## src/rtl/ffa_pkg.sv

```systemverilog
package ffa_pkg;
  localparam int CFG_W  = 8;
  localparam int MODE_W = 2;
  localparam int TIME_W = 3;
  localparam logic [TIME_W-1:0] TIME_RESET = 3'd7;

  typedef enum logic [MODE_W-1:0] {
    MODE_OFF  = 2'b00,
    MODE_PART = 2'b01,
    MODE_FULL = 2'b10,
    MODE_RSVD = 2'b11
  } accMode_e;

  // strobes from control to datapath
  typedef struct packed {
    logic hitRsp;      // answer from a latch
    logic startFetch;  // capture request, begin flash access
    logic fill;        // sample flash line, answer, refill latch
    logic invalidate;  // drop both latches
  } dpStrobe_t;
endpackage

```

## src/rtl/ffa_ctrl.sv

```systemverilog
module ffa_ctrl
  import ffa_pkg::*;
(
  input  logic             clk,
  input  logic             rstN,
  input  logic             cfgWrEn,
  input  logic             cfgSel,
  input  logic [CFG_W-1:0] cfgWrData,
  output logic [CFG_W-1:0] cfgRdData,
  input  logic             reqValid,
  input  logic             reqInstr,
  output logic             reqReady,
  input  logic             hitInstr,
  input  logic             hitData,
  output logic             rspValid,
  output logic             flashRdEn,
  output dpStrobe_t        strb
);
  typedef enum logic {ST_IDLE, ST_FETCH} state_e;

  state_e              stateQ;
  accMode_e            modeQ;
  logic [TIME_W-1:0]   timingQ;
  logic [TIME_W-1:0]   cntQ;
  accMode_e            newMode;
  logic                modeTake;
  logic                timeTake;
  logic                accept;
  logic                hitSel;
  logic                lastCycle;

  always_comb begin
    newMode  = accMode_e'(cfgWrData[MODE_W-1:0]);
    modeTake = cfgWrEn && !cfgSel && (newMode != MODE_RSVD);
    timeTake = cfgWrEn && cfgSel && (modeQ == MODE_OFF) &&
               (cfgWrData[TIME_W-1:0] != '0);
    reqReady = (stateQ == ST_IDLE);
    accept   = reqValid && reqReady;
    lastCycle = (stateQ == ST_FETCH) && (cntQ == TIME_W'(1));
    flashRdEn = (stateQ == ST_FETCH);
    case (modeQ)
      MODE_FULL: hitSel = reqInstr ? hitInstr : hitData;
      MODE_PART: hitSel = reqInstr && hitInstr;
      default:   hitSel = 1'b0;
    endcase
    strb.hitRsp     = accept && hitSel;
    strb.startFetch = accept && !hitSel;
    strb.fill       = lastCycle;
    strb.invalidate = modeTake && (newMode != modeQ);
    cfgRdData = cfgSel ? {{(CFG_W-TIME_W){1'b0}}, timingQ}
                       : {{(CFG_W-MODE_W){1'b0}}, modeQ};
  end

  always_ff @(posedge clk) begin
    if (!rstN) begin
      stateQ   <= ST_IDLE;
      modeQ    <= MODE_OFF;
      timingQ  <= TIME_RESET;
      cntQ     <= '0;
      rspValid <= 1'b0;
    end else begin
      if (modeTake) modeQ <= newMode;
      if (timeTake) timingQ <= cfgWrData[TIME_W-1:0];
      rspValid <= strb.hitRsp || lastCycle;
      if (strb.startFetch) begin
        stateQ <= ST_FETCH;
        cntQ   <= timingQ;
      end else if (lastCycle) begin
        stateQ <= ST_IDLE;
        cntQ   <= '0;
      end else if (stateQ == ST_FETCH) begin
        cntQ <= cntQ - TIME_W'(1);
      end
    end
  end

  assert_mode_rsvd_R2: assert property (@(posedge clk) disable iff (!rstN)
    (cfgWrEn && !cfgSel && cfgWrData[MODE_W-1:0] == 2'b11) |=> $stable(modeQ));

  assert_timing_locked_R3: assert property (@(posedge clk) disable iff (!rstN)
    (cfgWrEn && cfgSel && (modeQ != MODE_OFF || cfgWrData[TIME_W-1:0] == '0))
      |=> $stable(timingQ));

  assert_off_goes_flash_R4: assert property (@(posedge clk) disable iff (!rstN)
    (accept && modeQ == MODE_OFF) |=> flashRdEn);

  assert_partial_data_flash_R5: assert property (@(posedge clk) disable iff (!rstN)
    (accept && modeQ == MODE_PART && !reqInstr) |=> flashRdEn);

  assert_hit_one_cycle_R6: assert property (@(posedge clk) disable iff (!rstN)
    strb.hitRsp |=> (rspValid && !flashRdEn));

  assert_count_live_R7: assert property (@(posedge clk) disable iff (!rstN)
    flashRdEn |-> (cntQ != '0));

  assert_busy_not_ready_R11: assert property (@(posedge clk) disable iff (!rstN)
    flashRdEn |-> !reqReady);
endmodule

```

## src/rtl/ffa_datapath.sv

```systemverilog
module ffa_datapath
  import ffa_pkg::*;
#(
  parameter int ADDR_W     = 16,
  parameter int WORD_W     = 32,
  parameter int LINE_WORDS = 4,
  localparam int OFF_W     = $clog2(LINE_WORDS),
  localparam int TAG_W     = ADDR_W - OFF_W,
  localparam int LINE_W    = WORD_W * LINE_WORDS
) (
  input  logic              clk,
  input  logic              rstN,
  input  dpStrobe_t         strb,
  input  logic [ADDR_W-1:0] reqAddr,
  input  logic              reqInstr,
  output logic              hitInstr,
  output logic              hitData,
  output logic [WORD_W-1:0] rspData,
  output logic [TAG_W-1:0]  flashAddr,
  input  logic [LINE_W-1:0] flashData
);
  localparam int KINDS = 2; // 0 instruction, 1 data

  logic [TAG_W-1:0]  reqTag;
  logic [OFF_W-1:0]  reqOff;
  logic              reqKind;
  logic [TAG_W-1:0]  pendTag;
  logic [OFF_W-1:0]  pendOff;
  logic              pendKind;
  logic [KINDS-1:0]  hitVec;
  logic [LINE_W-1:0] lineArr [KINDS];

  assign reqTag  = reqAddr[ADDR_W-1:OFF_W];
  assign reqOff  = reqAddr[OFF_W-1:0];
  assign reqKind = !reqInstr;
  assign flashAddr = pendTag;
  assign hitInstr  = hitVec[0];
  assign hitData   = hitVec[1];

  for (genvar g = 0; g < KINDS; g++) begin : g_latch
    logic              validQ;
    logic [TAG_W-1:0]  tagQ;
    logic [LINE_W-1:0] dataQ;
    logic              fillMe;
    assign fillMe    = strb.fill && (pendKind == 1'(g));
    assign hitVec[g] = validQ && (tagQ == reqTag);
    assign lineArr[g] = dataQ;
    always_ff @(posedge clk) begin
      if (!rstN) begin
        validQ <= 1'b0;
        tagQ   <= '0;
        dataQ  <= '0;
      end else if (fillMe) begin
        validQ <= 1'b1;
        tagQ   <= pendTag;
        dataQ  <= flashData;
      end else if (strb.invalidate) begin
        validQ <= 1'b0;
      end
    end
  end

  always_ff @(posedge clk) begin
    if (!rstN) begin
      pendTag  <= '0;
      pendOff  <= '0;
      pendKind <= 1'b0;
      rspData  <= '0;
    end else begin
      if (strb.startFetch) begin
        pendTag  <= reqTag;
        pendOff  <= reqOff;
        pendKind <= reqKind;
      end
      if (strb.hitRsp)
        rspData <= lineArr[reqKind][reqOff*WORD_W +: WORD_W];
      else if (strb.fill)
        rspData <= flashData[pendOff*WORD_W +: WORD_W];
    end
  end

  assert_flush_clears_R8: assert property (@(posedge clk) disable iff (!rstN)
    (strb.invalidate && !strb.fill) |=> (hitVec == '0));

  assert_fill_kind_R7: assert property (@(posedge clk) disable iff (!rstN)
    (strb.fill && !pendKind) |=> (hitInstr || (reqTag != $past(pendTag))));
endmodule

```

## src/rtl/ffa_top.sv

```systemverilog
module ffa_top
  import ffa_pkg::*;
#(
  parameter int ADDR_W     = 16,
  parameter int WORD_W     = 32,
  parameter int LINE_WORDS = 4,
  localparam int OFF_W     = $clog2(LINE_WORDS),
  localparam int TAG_W     = ADDR_W - OFF_W,
  localparam int LINE_W    = WORD_W * LINE_WORDS
) (
  input  logic              clk,
  input  logic              rstN,
  input  logic              cfgWrEn,
  input  logic              cfgSel,
  input  logic [CFG_W-1:0]  cfgWrData,
  output logic [CFG_W-1:0]  cfgRdData,
  input  logic              reqValid,
  output logic              reqReady,
  input  logic [ADDR_W-1:0] reqAddr,
  input  logic              reqInstr,
  output logic              rspValid,
  output logic [WORD_W-1:0] rspData,
  output logic              flashRdEn,
  output logic [TAG_W-1:0]  flashAddr,
  input  logic [LINE_W-1:0] flashData
);
  dpStrobe_t strb;
  logic      hitInstr;
  logic      hitData;

  ffa_ctrl u_ctrl (
    .clk(clk), .rstN(rstN),
    .cfgWrEn(cfgWrEn), .cfgSel(cfgSel), .cfgWrData(cfgWrData), .cfgRdData(cfgRdData),
    .reqValid(reqValid), .reqInstr(reqInstr), .reqReady(reqReady),
    .hitInstr(hitInstr), .hitData(hitData),
    .rspValid(rspValid), .flashRdEn(flashRdEn), .strb(strb)
  );

  ffa_datapath #(.ADDR_W(ADDR_W), .WORD_W(WORD_W), .LINE_WORDS(LINE_WORDS)) u_dp (
    .clk(clk), .rstN(rstN), .strb(strb),
    .reqAddr(reqAddr), .reqInstr(reqInstr),
    .hitInstr(hitInstr), .hitData(hitData),
    .rspData(rspData), .flashAddr(flashAddr), .flashData(flashData)
  );
endmodule

```

## config.mk

```make
export PLATFORM = sky130hd
export DESIGN_NAME = ffa_top
export DESIGN_NICKNAME = d
export VERILOG_FILES = /design/src/rtl/ffa_pkg.sv /design/src/rtl/ffa_ctrl.sv /design/src/rtl/ffa_datapath.sv /design/src/rtl/ffa_top.sv
export SDC_FILE = /design/constraint.sdc
export NUM_CORES = 1
export LEC_CHECK = 0
export BUFFER_PORTS_ARGS = -buffer_cell sky130_fd_sc_hd__buf_2
export CORE_UTILIZATION = 60
export CTS_CLUSTER_SIZE = 16
export DETAILED_ROUTE_END_ITERATION = 16
export GPL_TIMING_DRIVEN = 0
export PLACE_DENSITY = 0.83
export SLEW_MARGIN = 0
export SYNTH_ARGS = -nofsm -noshare
export SYNTH_HDL_FRONTEND = slang
export SYNTH_SLANG_ARGS = --single-unit
```

## constraint.sdc

```tcl
create_clock -name clk -period 3.6 [get_ports clk]
set_input_delay 0.54 -clock clk [delete_from_list [all_inputs] [get_ports clk]]
set_output_delay 0.54 -clock clk [all_outputs]
set_load 0.02 [all_outputs]
```

# == After elaboration in Yosys (flattened, before gate mapping) ==
# Index checks and enable logic that the tools add are counted.
# totals
reg_bits,345
inputBits,158
wordCells,71
# classes
bitwise_logic,3
addsub,1
n_eq_ne,7
n_lt_le_gt_ge,1
n_mux,16
n_reduce_logical,26
n_shift,2
# op_table
operator,n
128-bit two-way mux,3
128-bit by 8-bit variable part select with 32-bit output,2
32-bit two-way mux,2
14-bit equality test,2
1-bit logical AND,15
3-bit two-way mux,4
2-bit nonzero test,4
1-bit two-way mux,6
3-bit nonzero test,2
"3-bit by 1-bit equality test with 1-bit output, second input constant",1
1-bit zero test,3
"3-bit by 1-bit subtractor with 3-bit output, second input constant",1
"2-bit by 1-bit equality test with 1-bit output, second input constant",1
"2-bit equality test, second input constant",1
"2-bit greater-or-equal comparator, second input constant",1
2-bit zero test,1
2-bit != test,1
"2-bit != test, second input constant",1
1-bit NOT,2
1-bit NOT with 2-bit output,1
1-bit one-hot mux with 2 select lines,1
1-bit logical OR,1

# == Logic depth before layout (Yosys ltp) ==
# logic_depth
word_depth,7
depth_mapped,11

# == Modules after synthesis ==
# From an unflattened synthesis, not the netlist that was laid out.
# unflattened
cells_unflattened,1721
area_unflattened_um2,15877.7
# by_module_without_submodules
module,n_inst,seq_area_each_um2,area_each_um2,cells_each
ffa_datapath,1,6706.4,15183.3,1635
ffa_ctrl,1,200.2,694.4,86

# == Worst setup path before layout ==
# OpenSTA, ideal clock, no wires.
# synth_timing
path_type,in2reg
startpoint,in reqAddr[0]
endpoint,reg u_dp.rspData[11]
stages,6
setup_ps,140
t_arrival_ps,2110
n_path_buf,2
setup_slack_ps,1350
cell_sequence,buf_2 buf_2 mux4_2 mux2_2 a22oi_2 a21oi_2
# synth_via
elab_chain_len,2
# synth_rtl
item,line,text
from (decl),ffa_top.sv:19,"input logic [ADDR_W-1:0] reqAddr,"
128-bit by 8-bit variable part select with 32-bit output,ffa_datapath.sv:76,rspData <= lineArr[reqKind][reqOff*WORD_W +: WORD_W];
32-bit two-way mux,ffa_datapath.sv:75,if (strb.hitRsp)
to (signal assigned),ffa_datapath.sv:76,
to (signal assigned),ffa_datapath.sv:78,rspData <= flashData[pendOff*WORD_W +: WORD_W];
to (decl),ffa_datapath.sv:18,"output logic [WORD_W-1:0] rspData,"
# Every way passes these cells.
# A chain may end at the register's enable or synchronous reset.

# == Final worst setup path ==
# layout_timing
startpoint,reg u_ctrl.cntQ[1]
endpoint,reg u_dp.g_latch[0].dataQ[110]
# layout_via
elab_chain_len,3
# layout_rtl
item,line,text
from (decl),ffa_ctrl.sv:24,logic [TIME_W-1:0] cntQ;
from (signal assigned),ffa_ctrl.sv:67,cntQ <= timingQ;
from (signal assigned),ffa_ctrl.sv:72,cntQ <= cntQ - TIME_W'(1);
3-bit by 1-bit equality test with 1-bit output,ffa_ctrl.sv:39,lastCycle = (stateQ == ST_FETCH) && (cntQ == TIME_W'(1));
1-bit logical AND,ffa_ctrl.sv:39,
1-bit logical AND,ffa_datapath.sv:45,assign fillMe = strb.fill && (pendKind == 1'(g));
to (signal assigned),ffa_datapath.sv:56,dataQ <= flashData;
to (decl),ffa_datapath.sv:43,logic [LINE_W-1:0] dataQ;
# Every way passes these cells.

==> results.py <==
metrics = {
    "outcome": {
        "outcome": "finished, final reports clean",
    },
    "clock_tree": {
        "cts_tree": "done",
        "clock_tree.htree_level_count": 2,
        "cts_post_setup_buffers_inserted": 0,
        "cts.sink_count": 345,
        "cts_repair_resize_count": 0,
        "max-clock-path-buffers": 3,
        "cts-buffers-inserted": 36,
        "cts.reportedPaths.clkPinSlew_ns": 0.06,
        "clk_latency_ns": 0.53,
        "postCtsHoldBufs": 0,
        "clock_tree.root_cell": "sky130_fd_sc_hd__clkbuf_16",
    },
    "floorplanning": {
        "pin_count": 215,
        "horiz_die_dim_um": 163,
        "starting_density_of_the_core_pct": 61.5,
        "area_of_the_placeable_core_um2": 25300,
        "chipHeight_um": 163,
        "rows": 58,
        "dieArea_um2": 26600,
    },
    "sta": {
        "worstMarginPinSlew_ns": 1.33,
        "final_setup_violations": 0,
        "fin_skew_ns": 0.0244,
        "timing.fmax_mhz": 292,
        "setup-tns-final_ns": 0,
        "post-route-period-util_pct": 95.0,
        "fin_worst_hold_slack_ns": 0.272,
        "maxSlewHeadroom_pct": 11.5,
        "final-hold-violation-count": 0,
        "period_minus_slack_ns": 3.42,
        "grt_setup_unrepaired": "no",
        "drv_slew": 0,
    },
    "setup_path": {
        "critPathKind": "reg -> reg",
        "critical_path.cell_chain": "inv_1 -> ha_1 -> nor2b_1 -> nand2_1 -> nor2_1 -> buf_2 -> clkbuf_1 -> nand2_1 -> a21oi_1",
        "cp_common_cell": "sky130_fd_sc_hd__nand2_1",
        "crit_required_ns": 4.04,
        "critical_path.max_fanout": 10,
        "cp_data_arrival_time_ns": 3.86,
        "critPathMaxStageDelay_ns": 0.73,
        "critical_path.endpoint_type": "flip-flop",
        "cpMaxStageDelayCell": "sky130_fd_sc_hd__nor2_1",
        "worst_setup_path_start_kind": "flip-flop",
    },
    "routing": {
        "avgViaCountPerCell": 6.53,
        "ant_nets": 0,
        "wl_per_cell_um": 23.1,
        "detail_route.drc_violations": 0,
        "vias": 15300,
        "firstDrtPassIters": 6,
        "routed_wl_mm": 54.2,
        "drc_violation_total_after_the_first_tritonroute_iteration": 2109,
    },
    "synthesis": {
        "ys_async_sr_fraction_pct": 0,
        "post_synth_instance_area_um2": 15600,
        "avgSynthCellArea_um2": 8.94,
        "synth_top_flop_cell": "sky130_fd_sc_hd__dfxtp_1",
        "yosysSeqAreaShare_pct": 44.4,
        "synthCells": 1741,
        "synth_warnings": 0,
        "post_synth_num_cell_types": 42,
        "count_of_flip_flops_with_a_built_in_enable_after_synthesis": 0,
        "number_of_synthesized_register_bits": 345,
        "yosysTopAreaCell": "sky130_fd_sc_hd__dfxtp_1",
        "synth.top_cell.area_share_pct": 44.4,
        "synthTopCellsByArea": "sky130_fd_sc_hd__dfxtp_1, sky130_fd_sc_hd__nand2_1, sky130_fd_sc_hd__mux4_2",
    },
    "run": {
        "maximum_capacitance_violations": 0,
    },
    "pwr": {
        "p_total_uw": 8620,
        "power.share.switching_pct": 25.4,
        "p_per_area_nw_per_um2": 474,
        "power_leakage_uw": 0.00644,
        "combinational_share_of_power_pct": 10.5,
        "worst_ir_drop_vdd_mv": 0.377,
        "power.switching_uw": 2190,
        "power.internal_uw": 6430,
        "power_frac_clock_pct": 43.7,
        "share_seq_of_total_power_pct": 45.8,
    },
    "global_routing": {
        "use_met1_pct": 50.5,
        "grt_overflow_total": 0,
        "global_route.usage.total_pct": 40.8,
        "antenna_found_initial": 3,
        "use_met3_pct": 11.2,
        "top_usage_layer": "met2",
        "global_route.usage.met2_pct": 63.4,
        "wire_length_of_the_first_global_routing_pass_mm": 81.3,
        "grt_pass1_vias": 14600,
        "grt_start_max_net_pins": 15,
    },
    "final_layout": {
        "post_route_cells_drive_above_1_share_pct": 23.3,
        "areaGrowthSynthToFinish_pct": 16.8,
        "fill_cells": 1825,
        "finalNetCount": 2147,
        "final_area_um2": 18200,
        "final_core_utilization_pct": 71.8,
    },
    "place": {
        "portBuffers": 201,
        "place_area_um2": 17000,
        "dpl.hpwl_mm": 37.1,
        "gp_congestion": 0.947,
    },
    "worst_hold_path": {
        "holdCritPathClass": "in -> reg",
    },
}
-- sequential cells by signal, summed over array words and instances, names as in the netlist, 2 cells and up --
register / flops
u_dp.g_latch.tagQ: 28
u_ctrl.cntQ: 3
u_dp.flashAddr: 14
u_dp.rspData: 32
u_dp.g_latch.validQ: 2
u_ctrl.timingQ: 3
u_ctrl.modeQ: 2
u_dp.g_latch.dataQ: 256
u_dp.pendOff: 2
-- cell usage in the layout, fill, tap and decap left out, types with 28 or more instances in the layout --
cell type	instances
sky130_fd_sc_hd__dfxtp_1	345
sky130_fd_sc_hd__mux4_2	96
sky130_fd_sc_hd__nand2_1	609
sky130_fd_sc_hd__clkbuf_1	120
sky130_fd_sc_hd__a21oi_1	299
sky130_fd_sc_hd__buf_2	224
sky130_fd_sc_hd__clkbuf_16	37
sky130_fd_sc_hd__xor2_1	28
sky130_fd_sc_hd__mux2_2	30
sky130_fd_sc_hd__nand3_1	36
-- layer usage --
layer	up-vias	share of wire [%]
li1	6463	-
met1	7170	34
met2	1325	45
met3	332	14
met4	0	6.6
met5	-	0
-- final cells by class --
type                            count  area (um^2)  area share (%)
Clock inverter                      9          138           0.757
Buffer                            148          629            3.46
Sequential cell                   345         6910            38.0
Clock buffer                       54         1040            5.72
Inverter                            9         33.8           0.186
Tap cell                          330          413            2.27
Timing Repair Buffer              201         1010            5.53
Multi-Input combinational cell   1243         8020            44.1
Antenna cell                        3         7.51          0.0413
-- synthesized netlist by cell type, drive strengths merged (2+ instances only) --
cell type    n
and2         2
mux2i       19
a22oi       30
mux4        96
nand4        5
a221o        3
nor2b        2
nor4         6
clkbuf     108
nand2b       4
nor3         5
inv          9
o21ai       13
a21oi      320
and3         3
xor2        28
ha           5
nand2      609
buf         40
mux2        30
a211oi       3
o211ai       2
nand3       36
a31oi        3
dfxtp      345
nor2        10
-- stage by stage --
step / instances / setup WS [ns]
2_1_floorplan: 1745 / 1.35
3_3_place_gp: 2276 / 0.554
3_5_place_dp: 2276 / 0.439
4_1_cts: 2339 / 0.363
5_1_grt: 2342 / 0.131
6_report: 2342 / 0.180
-- worst max-delay path: cells and delay by family (launching register included) --
| kind | cells | cell delay, ns |
|---|---|---|
| AO/OA/AOI/OAI | 1 | 0.18 |
| adder cells (fa/ha/maj) | 1 | 0.17 |
| buffers and inverters | 3 | 1.06 |
| flip-flops | 1 | 0.31 |
| AND/OR/NAND/NOR | 4 | 1.61 |
-- cell families after synthesis --
logic type,Yosys count,share of synthesized area (%)
muxes,145,17.3
AOI/OAI and AO/OA,377,14.3
adders and majority gates,5,0.402
and+or+nand+nor,683,17.8
buffers and inverters,157,4.26
other,1,0.0241
xor gates and xnor gates,28,1.58
DFF,345,44.4
-- power by group through the flow --
stage | combinational, uW | sequential (uW) | clock [uW]
after floorplan | 473 | 4040 | 0
after global placement | 846 | 4020 | 0
after CTS | 872 | 3940 | 3750
final | 903 | 3950 | 3770
after detailed placement | 864 | 4030 | 0
after global routing | 940 | 3950 | 3930
-- final timing paths --
kind	startpoint	to	slack (ns)	depth (start not counted)
worst max-delay path	u_ctrl.cntQ[1]$_SDFFE_PN0P_	u_dp.g_latch[0].dataQ[110]$_SDFFE_PN0P_	0.18	9
worst min-delay path	flashData[33]	u_dp.g_latch[1].dataQ[33]$_SDFFE_PN0P_	0.27	3
worst max register to register	u_ctrl.cntQ[1]$_SDFFE_PN0P_	u_dp.g_latch[0].dataQ[110]$_SDFFE_PN0P_	0.18	9
worst min register to register	u_dp.g_latch[0].dataQ[8]$_SDFFE_PN0P_	u_dp.g_latch[0].dataQ[8]$_SDFFE_PN0P_	0.45	2
No activity file was read; power rests on OpenSTA's default activity.
